===== src/rtl/gpio_edge_pkg.sv =====
package gpio_edge_pkg;
  localparam int unsigned REG_ADDR_W = 3;

  typedef enum logic [REG_ADDR_W-1:0] {
    SEL_PORT = 3'd0,
    SEL_IEN  = 3'd1,
    SEL_IST  = 3'd2,
    SEL_ACK  = 3'd3,
    SEL_RISE = 3'd4,
    SEL_FALL = 3'd5,
    SEL_DIR  = 3'd6
  } reg_sel_e;
endpackage


===== src/rtl/gpio_pin_sync.sv =====
module gpio_pin_sync #(
  parameter int unsigned NPINS  = 8,
  parameter int unsigned STAGES = 2
) (
  input  logic             clk,
  input  logic             rst_n,
  input  logic [NPINS-1:0] pin_in,
  output logic [NPINS-1:0] pin_now,
  output logic [NPINS-1:0] pin_rise,
  output logic [NPINS-1:0] pin_fall
);
  localparam int unsigned LAST = STAGES - 1;

  logic [STAGES-1:0][NPINS-1:0] chain_q;
  logic [NPINS-1:0]             prev_q;

  always_ff @(posedge clk or negedge rst_n) begin
    if (!rst_n) begin
      chain_q <= '0;
      prev_q  <= '0;
    end else begin
      chain_q[0] <= pin_in;
      for (int s = 1; s < STAGES; s++) chain_q[s] <= chain_q[s-1];
      prev_q <= chain_q[LAST];
    end
  end

  assign pin_now  = chain_q[LAST];
  assign pin_rise = pin_now & ~prev_q;
  assign pin_fall = ~pin_now & prev_q;
endmodule


===== src/rtl/gpio_irq_latch.sv =====
module gpio_irq_latch #(
  parameter int unsigned NPINS = 8
) (
  input  logic             clk,
  input  logic             rst_n,
  input  logic [NPINS-1:0] pin_rise,
  input  logic [NPINS-1:0] pin_fall,
  input  logic [NPINS-1:0] ien,
  input  logic [NPINS-1:0] rise_sel,
  input  logic [NPINS-1:0] fall_sel,
  input  logic [NPINS-1:0] ack_mask,
  output logic [NPINS-1:0] status,
  output logic             irq
);
  logic [NPINS-1:0] hit;

  for (genvar i = 0; i < NPINS; i++) begin : g_pin
    assign hit[i] = ien[i] & ((pin_rise[i] & rise_sel[i]) | (pin_fall[i] & fall_sel[i]));
  end

  // A new hit wins over an acknowledge in the same cycle.
  always_ff @(posedge clk or negedge rst_n) begin
    if (!rst_n) status <= '0;
    else        status <= (status & ~ack_mask) | hit;
  end

  assign irq = |status;
endmodule


===== src/rtl/gpio_reg_bank.sv =====
module gpio_reg_bank
  import gpio_edge_pkg::*;
#(
  parameter int unsigned NPINS = 8
) (
  input  logic                  clk,
  input  logic                  rst_n,
  input  logic                  wr_en,
  input  logic                  rd_en,
  input  logic [REG_ADDR_W-1:0] addr,
  input  logic [NPINS-1:0]      wr_data,
  input  logic [NPINS-1:0]      pin_now,
  input  logic [NPINS-1:0]      status,
  output logic [NPINS-1:0]      port_q,
  output logic [NPINS-1:0]      dir_q,
  output logic [NPINS-1:0]      ien_q,
  output logic [NPINS-1:0]      rise_q,
  output logic [NPINS-1:0]      fall_q,
  output logic [NPINS-1:0]      ack_mask,
  output logic [NPINS-1:0]      rd_data
);
  reg_sel_e         sel;
  logic [NPINS-1:0] pin_view;
  logic [NPINS-1:0] rd_mux;

  assign sel = reg_sel_e'(addr);

  always_ff @(posedge clk or negedge rst_n) begin
    if (!rst_n) begin
      port_q <= '0;
      dir_q  <= '0;
      ien_q  <= '0;
      rise_q <= '0;
      fall_q <= '0;
    end else if (wr_en) begin
      case (sel)
        SEL_PORT: port_q <= wr_data;
        SEL_IEN:  ien_q  <= wr_data;
        SEL_RISE: rise_q <= wr_data;
        SEL_FALL: fall_q <= wr_data;
        SEL_DIR:  dir_q  <= wr_data;
        default:  ;
      endcase
    end
  end

  assign ack_mask = (wr_en && sel == SEL_ACK) ? wr_data : '0;
  assign pin_view = (dir_q & port_q) | (~dir_q & pin_now);

  always_comb begin
    case (sel)
      SEL_PORT: rd_mux = pin_view;
      SEL_IEN:  rd_mux = ien_q;
      SEL_IST:  rd_mux = status;
      SEL_RISE: rd_mux = rise_q;
      SEL_FALL: rd_mux = fall_q;
      SEL_DIR:  rd_mux = dir_q;
      default:  rd_mux = '0;
    endcase
  end

  assign rd_data = rd_en ? rd_mux : '0;
endmodule


===== src/rtl/gpio_edge_port.sv =====
module gpio_edge_port
  import gpio_edge_pkg::*;
#(
  parameter int unsigned NPINS       = 8,
  parameter int unsigned SYNC_STAGES = 2
) (
  input  logic                  clk,
  input  logic                  rst_n,
  input  logic                  wr_en,
  input  logic                  rd_en,
  input  logic [REG_ADDR_W-1:0] addr,
  input  logic [NPINS-1:0]      wr_data,
  output logic [NPINS-1:0]      rd_data,
  input  logic [NPINS-1:0]      pin_in,
  output logic [NPINS-1:0]      pin_out,
  output logic [NPINS-1:0]      pin_oe,
  output logic                  irq
);
  logic [NPINS-1:0] pin_now, pin_rise, pin_fall;
  logic [NPINS-1:0] port_q, dir_q, ien_q, rise_q, fall_q, ack_mask;
  logic [NPINS-1:0] irq_status;

  gpio_pin_sync #(.NPINS(NPINS), .STAGES(SYNC_STAGES)) u_sync (
    .clk(clk), .rst_n(rst_n), .pin_in(pin_in),
    .pin_now(pin_now), .pin_rise(pin_rise), .pin_fall(pin_fall)
  );

  gpio_reg_bank #(.NPINS(NPINS)) u_regs (
    .clk(clk), .rst_n(rst_n), .wr_en(wr_en), .rd_en(rd_en), .addr(addr),
    .wr_data(wr_data), .pin_now(pin_now), .status(irq_status),
    .port_q(port_q), .dir_q(dir_q), .ien_q(ien_q), .rise_q(rise_q),
    .fall_q(fall_q), .ack_mask(ack_mask), .rd_data(rd_data)
  );

  gpio_irq_latch #(.NPINS(NPINS)) u_irq (
    .clk(clk), .rst_n(rst_n), .pin_rise(pin_rise), .pin_fall(pin_fall),
    .ien(ien_q), .rise_sel(rise_q), .fall_sel(fall_q), .ack_mask(ack_mask),
    .status(irq_status), .irq(irq)
  );

  assign pin_out = port_q;
  assign pin_oe  = dir_q;
endmodule


===== config.mk =====
export PLATFORM = sky130hd
export DESIGN_NAME = gpio_edge_port
export DESIGN_NICKNAME = d
export VERILOG_FILES = /design/src/rtl/gpio_edge_pkg.sv /design/src/rtl/gpio_pin_sync.sv /design/src/rtl/gpio_irq_latch.sv /design/src/rtl/gpio_reg_bank.sv /design/src/rtl/gpio_edge_port.sv
export SDC_FILE = /design/constraint.sdc
export NUM_CORES = 1
export LEC_CHECK = 0
export CORE_ASPECT_RATIO = 0.75
export CORE_MARGIN = 1
export CORE_UTILIZATION = 55
export DETAILED_ROUTE_END_ITERATION = 6
export DONT_BUFFER_PORTS = 1
export PLACE_DENSITY = 0.73
export SLEW_MARGIN = 20
export SYNTH_ARGS = -nofsm -noshare
export SYNTH_HDL_FRONTEND = slang
export SYNTH_SLANG_ARGS = --single-unit

===== constraint.sdc =====
create_clock -name clk -period 3.6 [get_ports clk]
set_input_delay 0.18 -clock clk [delete_from_list [all_inputs] [get_ports clk]]
set_output_delay 0.18 -clock clk [all_outputs]
set_load 0.01 [all_outputs]

Word-level counts from Yosys, hierarchy flattened --
Cells that the tools add are included. W data, S select, Z words.
Word-level totals: register bits after elaboration 72
Operators by class: equality and inequality tests 6, reduce and logical (&&, ||, !) cells 8, bitwise logic cells 43, multiplexer cells 3
Operators by type and width (number):
- $pmux W8 S6 | 1
- $and A8 B8 Y8 | 5
- $not A8 Y8 | 4
- $and A1 B1 Y1 | 24
- $mux W8 | 2
- $or A8 B8 Y8 | 2
- $reduce_and A2 Y1 | 5
- $eq A3 B3 Y1 const B | 3
- $or A1 B1 Y1 | 8
- $reduce_or A8 Y1 | 1
- $eq A3 B2 Y1 const B | 2
- $eq A3 B1 Y1 const B | 1
- $logic_not A3 Y1 | 1
- $logic_and A1 B1 Y1 | 1

Depth between registers and ports, before layout --
depth in word-level cells 6, gate-level depth with buffers 5, mapped depth without buffers 3

Modules after synthesis --
A second synthesis with hierarchy kept.
Unflattened totals: cells, all modules 259, area total of the unflattened synthesis 3377.0 um^2
Modules (own cells, without submodules):
- gpio_reg_bank | cells each 168, instances 1, area each 2189.6 um^2
- gpio_pin_sync | cells each 48, instances 1, area each 800.8 um^2
- gpio_irq_latch | cells each 43, instances 1, area each 386.6 um^2

Least setup slack after synthesis --
Ideal clock, no wire load.
kind input port to output port, start input addr[0], end output rd_data[1], buffers on the path 2, slack 2.206 ns, arrival 1.214 ns, stages 5, cells stage by stage buf_6 > or3_4 > buf_6 > a2bb2oi_1 > o221ai_1
On the way: word-level cells in the longest chain between the ends 3
Ends and longest elaborated chain:
- start, declared | RTL line gpio_edge_port.sv:11 | input logic [REG_ADDR_W-1:0] addr,
- $eq A3 B3 Y1 (tied with other cells) | RTL line gpio_reg_bank.sv:51 | case (sel)
- $pmux W8 S6 * | RTL line gpio_reg_bank.sv:51
- $mux W8 * | RTL line gpio_reg_bank.sv:62 | assign rd_data = rd_en ? rd_mux : '0;
- end, declared | RTL line gpio_edge_port.sv:13 | output logic [NPINS-1:0] rd_data,
Every way passes the cells marked *; elsewhere a longest branch is shown, timed or not.

Worst setup path after layout --
start register u_regs.dir_q[0], end output rd_data[0]
On the way: word-level cells in the longest chain between the ends 5
Ends and longest elaborated chain:
- start, declared | RTL line gpio_reg_bank.sv:15 | output logic [NPINS-1:0] dir_q,
- start signal, assigned | RTL line gpio_reg_bank.sv:41 | SEL_DIR: dir_q <= wr_data;
- $not A8 Y8 | RTL line gpio_reg_bank.sv:48 | assign pin_view = (dir_q & port_q) | (~dir_q & pin_now);
- $and A8 B8 Y8 | RTL line gpio_reg_bank.sv:48
- $or A8 B8 Y8 | RTL line gpio_reg_bank.sv:48
- $pmux W8 S6 * | RTL line gpio_reg_bank.sv:51
- $mux W8 * | RTL line gpio_reg_bank.sv:62
Marks and branches as above.

==> summary.txt <==
RUN STATUS
-------------------------------------------------------------------------------------------
Result of the run                                                                 completed

PLACED DESIGN
-------------------------------------------------------------------------------------------
Final RePlAce weighted congestion                                                     0.849
PortBufs                                                                                  0
Sum of net half-perimeters after detailed placement                                 4440 um

FLOORPLANNING
-------------------------------------------------------------------------------------------
Die Y                                                                               67.9 um
Horizontal die dimension                                                            89.8 um
Total I/O pin count                                                                      48
Number of rows in the core area                                                          23
DIE AREA                                                                       0.00610 mm^2
Initial Util                                                                          58.2%
Core area                                                                      0.00547 mm^2

POWER AND IR DROP
-------------------------------------------------------------------------------------------
Sw frac                                                                               27.6%
Maximum vdd ir drop                                                              0.000309 V
Cell-internal power                                                                 1450 uW
Pwr Density                                                                     555 mW/mm^2
Clk pwr share                                                                         29.0%
Part of the power in combinational logic                                              15.3%
Net switching power of the design                                                    555 uW
P_leak                                                                           0.00151 uW
Proportion of power drawn by flip-flops and latches                                   55.7%

DETAILED ROUTING
-------------------------------------------------------------------------------------------
Routed length on met3                                                                455 um
DR top layer                                                                           met4
Average via count per standard cell                                                    5.97
DRT Pass-1 Iters                                                                          4
Detailed-route wire length per cell                                                 20.0 um
Wirelength, routed                                                                  6790 um
Met2 WL                                                                             3050 um
Number of design-rule violations left by the first detailed-router iteration            110
Post-DRT Antenna Nets                                                                     0
Routed vias                                                                            2024
Wire length the detailed router placed on met1                                      3200 um
Remaining routing DRC violations                                                          0

FINAL LAYOUT
-------------------------------------------------------------------------------------------
Fillers                                                                                 401
Layout Utilization                                                                    66.1%
Post-synthesis to final-layout area growth                                            13.6%
Fraction of final layout cells with drive strength greater than 1                     26.5%
Antenna diode instance count                                                              0
Layout Nets                                                                             282

CRITICAL PATH
-------------------------------------------------------------------------------------------
Endpoint class of the critical path                                            primary output
CP max stage cell                                                              sky130_fd_sc_hd__dfrtp_1
Data required time of the critical path                                             3420 ps
Path type of the worst setup path                                                reg -> out
Critical path fanouts, max                                                                4
List of cells traversed by the critical path                                   mux2_2, a221o_1, o211a_1
Worst path arrival time                                                             1650 ps
CP Launch Type                                                                         flop
Delay contributed by the slowest stage of the critical path                          460 ps

GRT
-------------------------------------------------------------------------------------------
Aggregate global-route resource usage                                                 24.8%
Maximum number of pins on one net before global-route repair                             73
Wire length of the first global-routing pass                                       11100 um
Via count of the first global-routing pass                                             2085
GR Overflow Total                                                                         0
Initial antenna violation count                                                           0

STA
-------------------------------------------------------------------------------------------
Worst Clk Skew                                                                      4.96 ps
Final worst-path cycle share                                                          50.7%
Max Slew Vio Count                                                                        0
Hold Fails Final Rpt                                                                      0
Worst slew margin relative to its limit                                               54.2%
Maximum clock frequency                                                             548 MHz
TNS Setup                                                                              0 ps
Actual slew at the worst max-slew pin                                                685 ps
Time the worst path needs with I/O delays and setup                                 1830 ps
Number of setup violations in the final report                                            0
RSZ-0062 raised after global routing                                                     no

LOGIC SYNTHESIS
-------------------------------------------------------------------------------------------
Net Count, Synth                                                                        260
Post-synth design cell area                                                    0.00318 mm^2
Seq cells post-synth                                                                     72
Mean Syn Cell Area                                                                13.4 um^2
Count of yosys warnings during synthesis                                                  0
Unique cell type count in the Yosys netlist                                              33
Share of synthesized area occupied by flip-flops and latches                          56.6%
Instance count of the mapped netlist                                                    237

CLOCK TREE
-------------------------------------------------------------------------------------------
H-tree depth reported by CTS                                                              3
Clock Sink Count                                                                         72
Clock-pin transition on the worst setup and hold timing paths                         70 ps
CTS resizes                                                                               0
Longest Clk Path Bufs                                                                     2
CTS Root Cell                                                                  sky130_fd_sc_hd__clkbuf_8
Clock latency at the later pin of the worst-skew pair                                340 ps
Number of buffers inserted during clock tree synthesis                                    9
CTS tree                                                                              built

HOLD PATH
-------------------------------------------------------------------------------------------
Type of the most critical hold path                                               in -> reg

FLOW RUN
-------------------------------------------------------------------------------------------
Max-capacitance violation count                                                           0

-- sequential cells by signal (all words and copies together), names as in the netlist --
name and cells:
u_regs.dir_q 8, u_regs.rise_q 8, u_sync.prev_q 8, u_sync.pin_now 8, u_regs.port_q 8, u_regs.ien_q 8, u_sync.chain_q 8, u_irq.status 8
u_regs.fall_q 8
-- layout by cell type, fill, tap and decap left out, types with 2 or more instances in the layout --
master / n
sky130_fd_sc_hd__dfrtp_1: 72
sky130_fd_sc_hd__mux2_2: 47
sky130_fd_sc_hd__nand2_1: 21
sky130_fd_sc_hd__dlygate4sd3_1: 19
sky130_fd_sc_hd__nand3b_1: 14
sky130_fd_sc_hd__clkbuf_8: 12
sky130_fd_sc_hd__mux2i_1: 11
sky130_fd_sc_hd__o21ai_0: 9
sky130_fd_sc_hd__a22o_1: 8
sky130_fd_sc_hd__a2bb2oi_1: 5
sky130_fd_sc_hd__a32oi_1: 4
sky130_fd_sc_hd__a21oi_1: 4
sky130_fd_sc_hd__nor2b_1: 3
sky130_fd_sc_hd__a22oi_1: 3
sky130_fd_sc_hd__a21o_1: 3
sky130_fd_sc_hd__o221ai_1: 3
sky130_fd_sc_hd__inv_1: 2
sky130_fd_sc_hd__nand2b_1: 2
sky130_fd_sc_hd__o22a_1: 2
sky130_fd_sc_hd__nor4_1: 2
sky130_fd_sc_hd__nor3_4: 2
sky130_fd_sc_hd__nand3_2: 2
sky130_fd_sc_hd__clkbuf_1: 2
-- what timing repair did --
item / CTS / global route
setup endpoints to repair: 0 / 0
hold buffers: 20 / 0
endpoints found under the hold margin: 120 / 0
buffers inserted: 0 / 0
-- worst max-delay path: cells and delay by family (launching register included) --
family,cells,cell delay [ps]
DFF,1,460
AOI/OAI and AO/OA,2,550
muxes,1,290
-- path summary, 6_finish.rpt --
path,to,startpoint,slack [ps],depth (start not counted)
max,rd_data[0],u_regs.dir_q[0],1770,3
min,u_irq.status[5],wr_data[5],10,2
max reg2reg,u_irq.status[1],u_sync.pin_now[1],2670,3
min reg2reg,u_sync.pin_now[4],u_sync.chain_q[4],350,0
max in group asynchronous,u_regs.port_q[6],rst_n,2890,2
min in group asynchronous,u_sync.pin_now[7],rst_n,400,2
-- synth_stat cells --
library cell                number  area share [%]
sky130_fd_sc_hd__a221o_1         1            0.31
sky130_fd_sc_hd__buf_6           2            0.71
sky130_fd_sc_hd__a2bb2oi_1       5             1.4
sky130_fd_sc_hd__and4b_1         1            0.31
sky130_fd_sc_hd__nor4_1          2            0.39
sky130_fd_sc_hd__nor2_2          1            0.20
sky130_fd_sc_hd__a21oi_1         4            0.63
sky130_fd_sc_hd__or3_4           1            0.35
sky130_fd_sc_hd__nor3b_1         1            0.24
sky130_fd_sc_hd__a32oi_1         4             1.1
sky130_fd_sc_hd__a22oi_1         3            0.71
sky130_fd_sc_hd__o22a_1          2            0.55
sky130_fd_sc_hd__inv_1           2            0.24
sky130_fd_sc_hd__mux2i_1        11             3.5
sky130_fd_sc_hd__dfrtp_1        72              57
sky130_fd_sc_hd__nor3_1          1            0.16
sky130_fd_sc_hd__nand3b_1       14             3.3
sky130_fd_sc_hd__a21o_1          3            0.71
sky130_fd_sc_hd__nand2b_1        2            0.39
sky130_fd_sc_hd__nand3_2         2            0.63
sky130_fd_sc_hd__nor2b_4         1            0.43
sky130_fd_sc_hd__mux2_2         47              17
sky130_fd_sc_hd__buf_4           3            0.71
sky130_fd_sc_hd__o221ai_1        3            0.83
sky130_fd_sc_hd__nor3_4          2             1.0
sky130_fd_sc_hd__clkbuf_1        2            0.24
sky130_fd_sc_hd__o211a_1         1            0.31
sky130_fd_sc_hd__nand2_1        21             2.5
sky130_fd_sc_hd__o21ai_0         9             1.4
sky130_fd_sc_hd__buf_2           2            0.31
sky130_fd_sc_hd__nor2b_1         3            0.59
sky130_fd_sc_hd__nand2b_4        1            0.43
sky130_fd_sc_hd__a22o_1          8             2.2
-- power groups by stage --
| stage | registers, uW | clock network [uW] | logic [uW] |
|---|---|---|---|
| finish | 1120 | 582 | 308 |
| global route | 1140 | 626 | 341 |
| CTS | 1120 | 596 | 311 |
| detailed placement | 1130 | 0 | 270 |
| global placement | 1130 | 0 | 259 |
| floorplan | 1080 | 0 | 247 |
-- stage by stage --
step / setup slack (ps) / total power (uW) / instances / hold WS, ps / instance area (um^2)
final: 1770 / 2010 / 339 / 12.0 / 3620
after global routing: 1720 / 2110 / 339 / 15.4 / 3620
after floorplan: 2210 / 1330 / 237 / -116 / 3180
after global placement: 2110 / 1390 / 303 / -114 / 3210
after detailed placement: 2050 / 1400 / 303 / -114 / 3210
after CTS: 1760 / 2020 / 339 / 0.0588 / 3620
-- logic make-up (layout without fill, tap and decap cells) --
family | Yosys count | after routing | share of synthesized area, %
compound gates | 43 | 43 | 10.1
buf+inv | 11 | 38 | 2.20
flops | 72 | 72 | 56.6
simple gates | 53 | 53 | 10.9
mux | 58 | 58 | 20.1
-- final cells by class --
cell class,count,area (um^2),share of cell area (%)
Timing Repair Buffer,20,218,6.02
Clock inverter,2,12.5,0.346
Clock buffer,14,173,4.78
Inverter,2,7.51,0.208
Tap cell,75,93.8,2.60
Sequential cell,72,1800,49.8
Multi-Input combinational cell,154,1310,36.2
-- per-layer routing --
metal  vias to the layer above  track usage (%)
met5                         -                0
met4                         0             7.79
met3                         8             8.44
met2                        65             37.9
met1                      1020             33.7
li1                        931                -
Power figures use the tool's default switching activity.
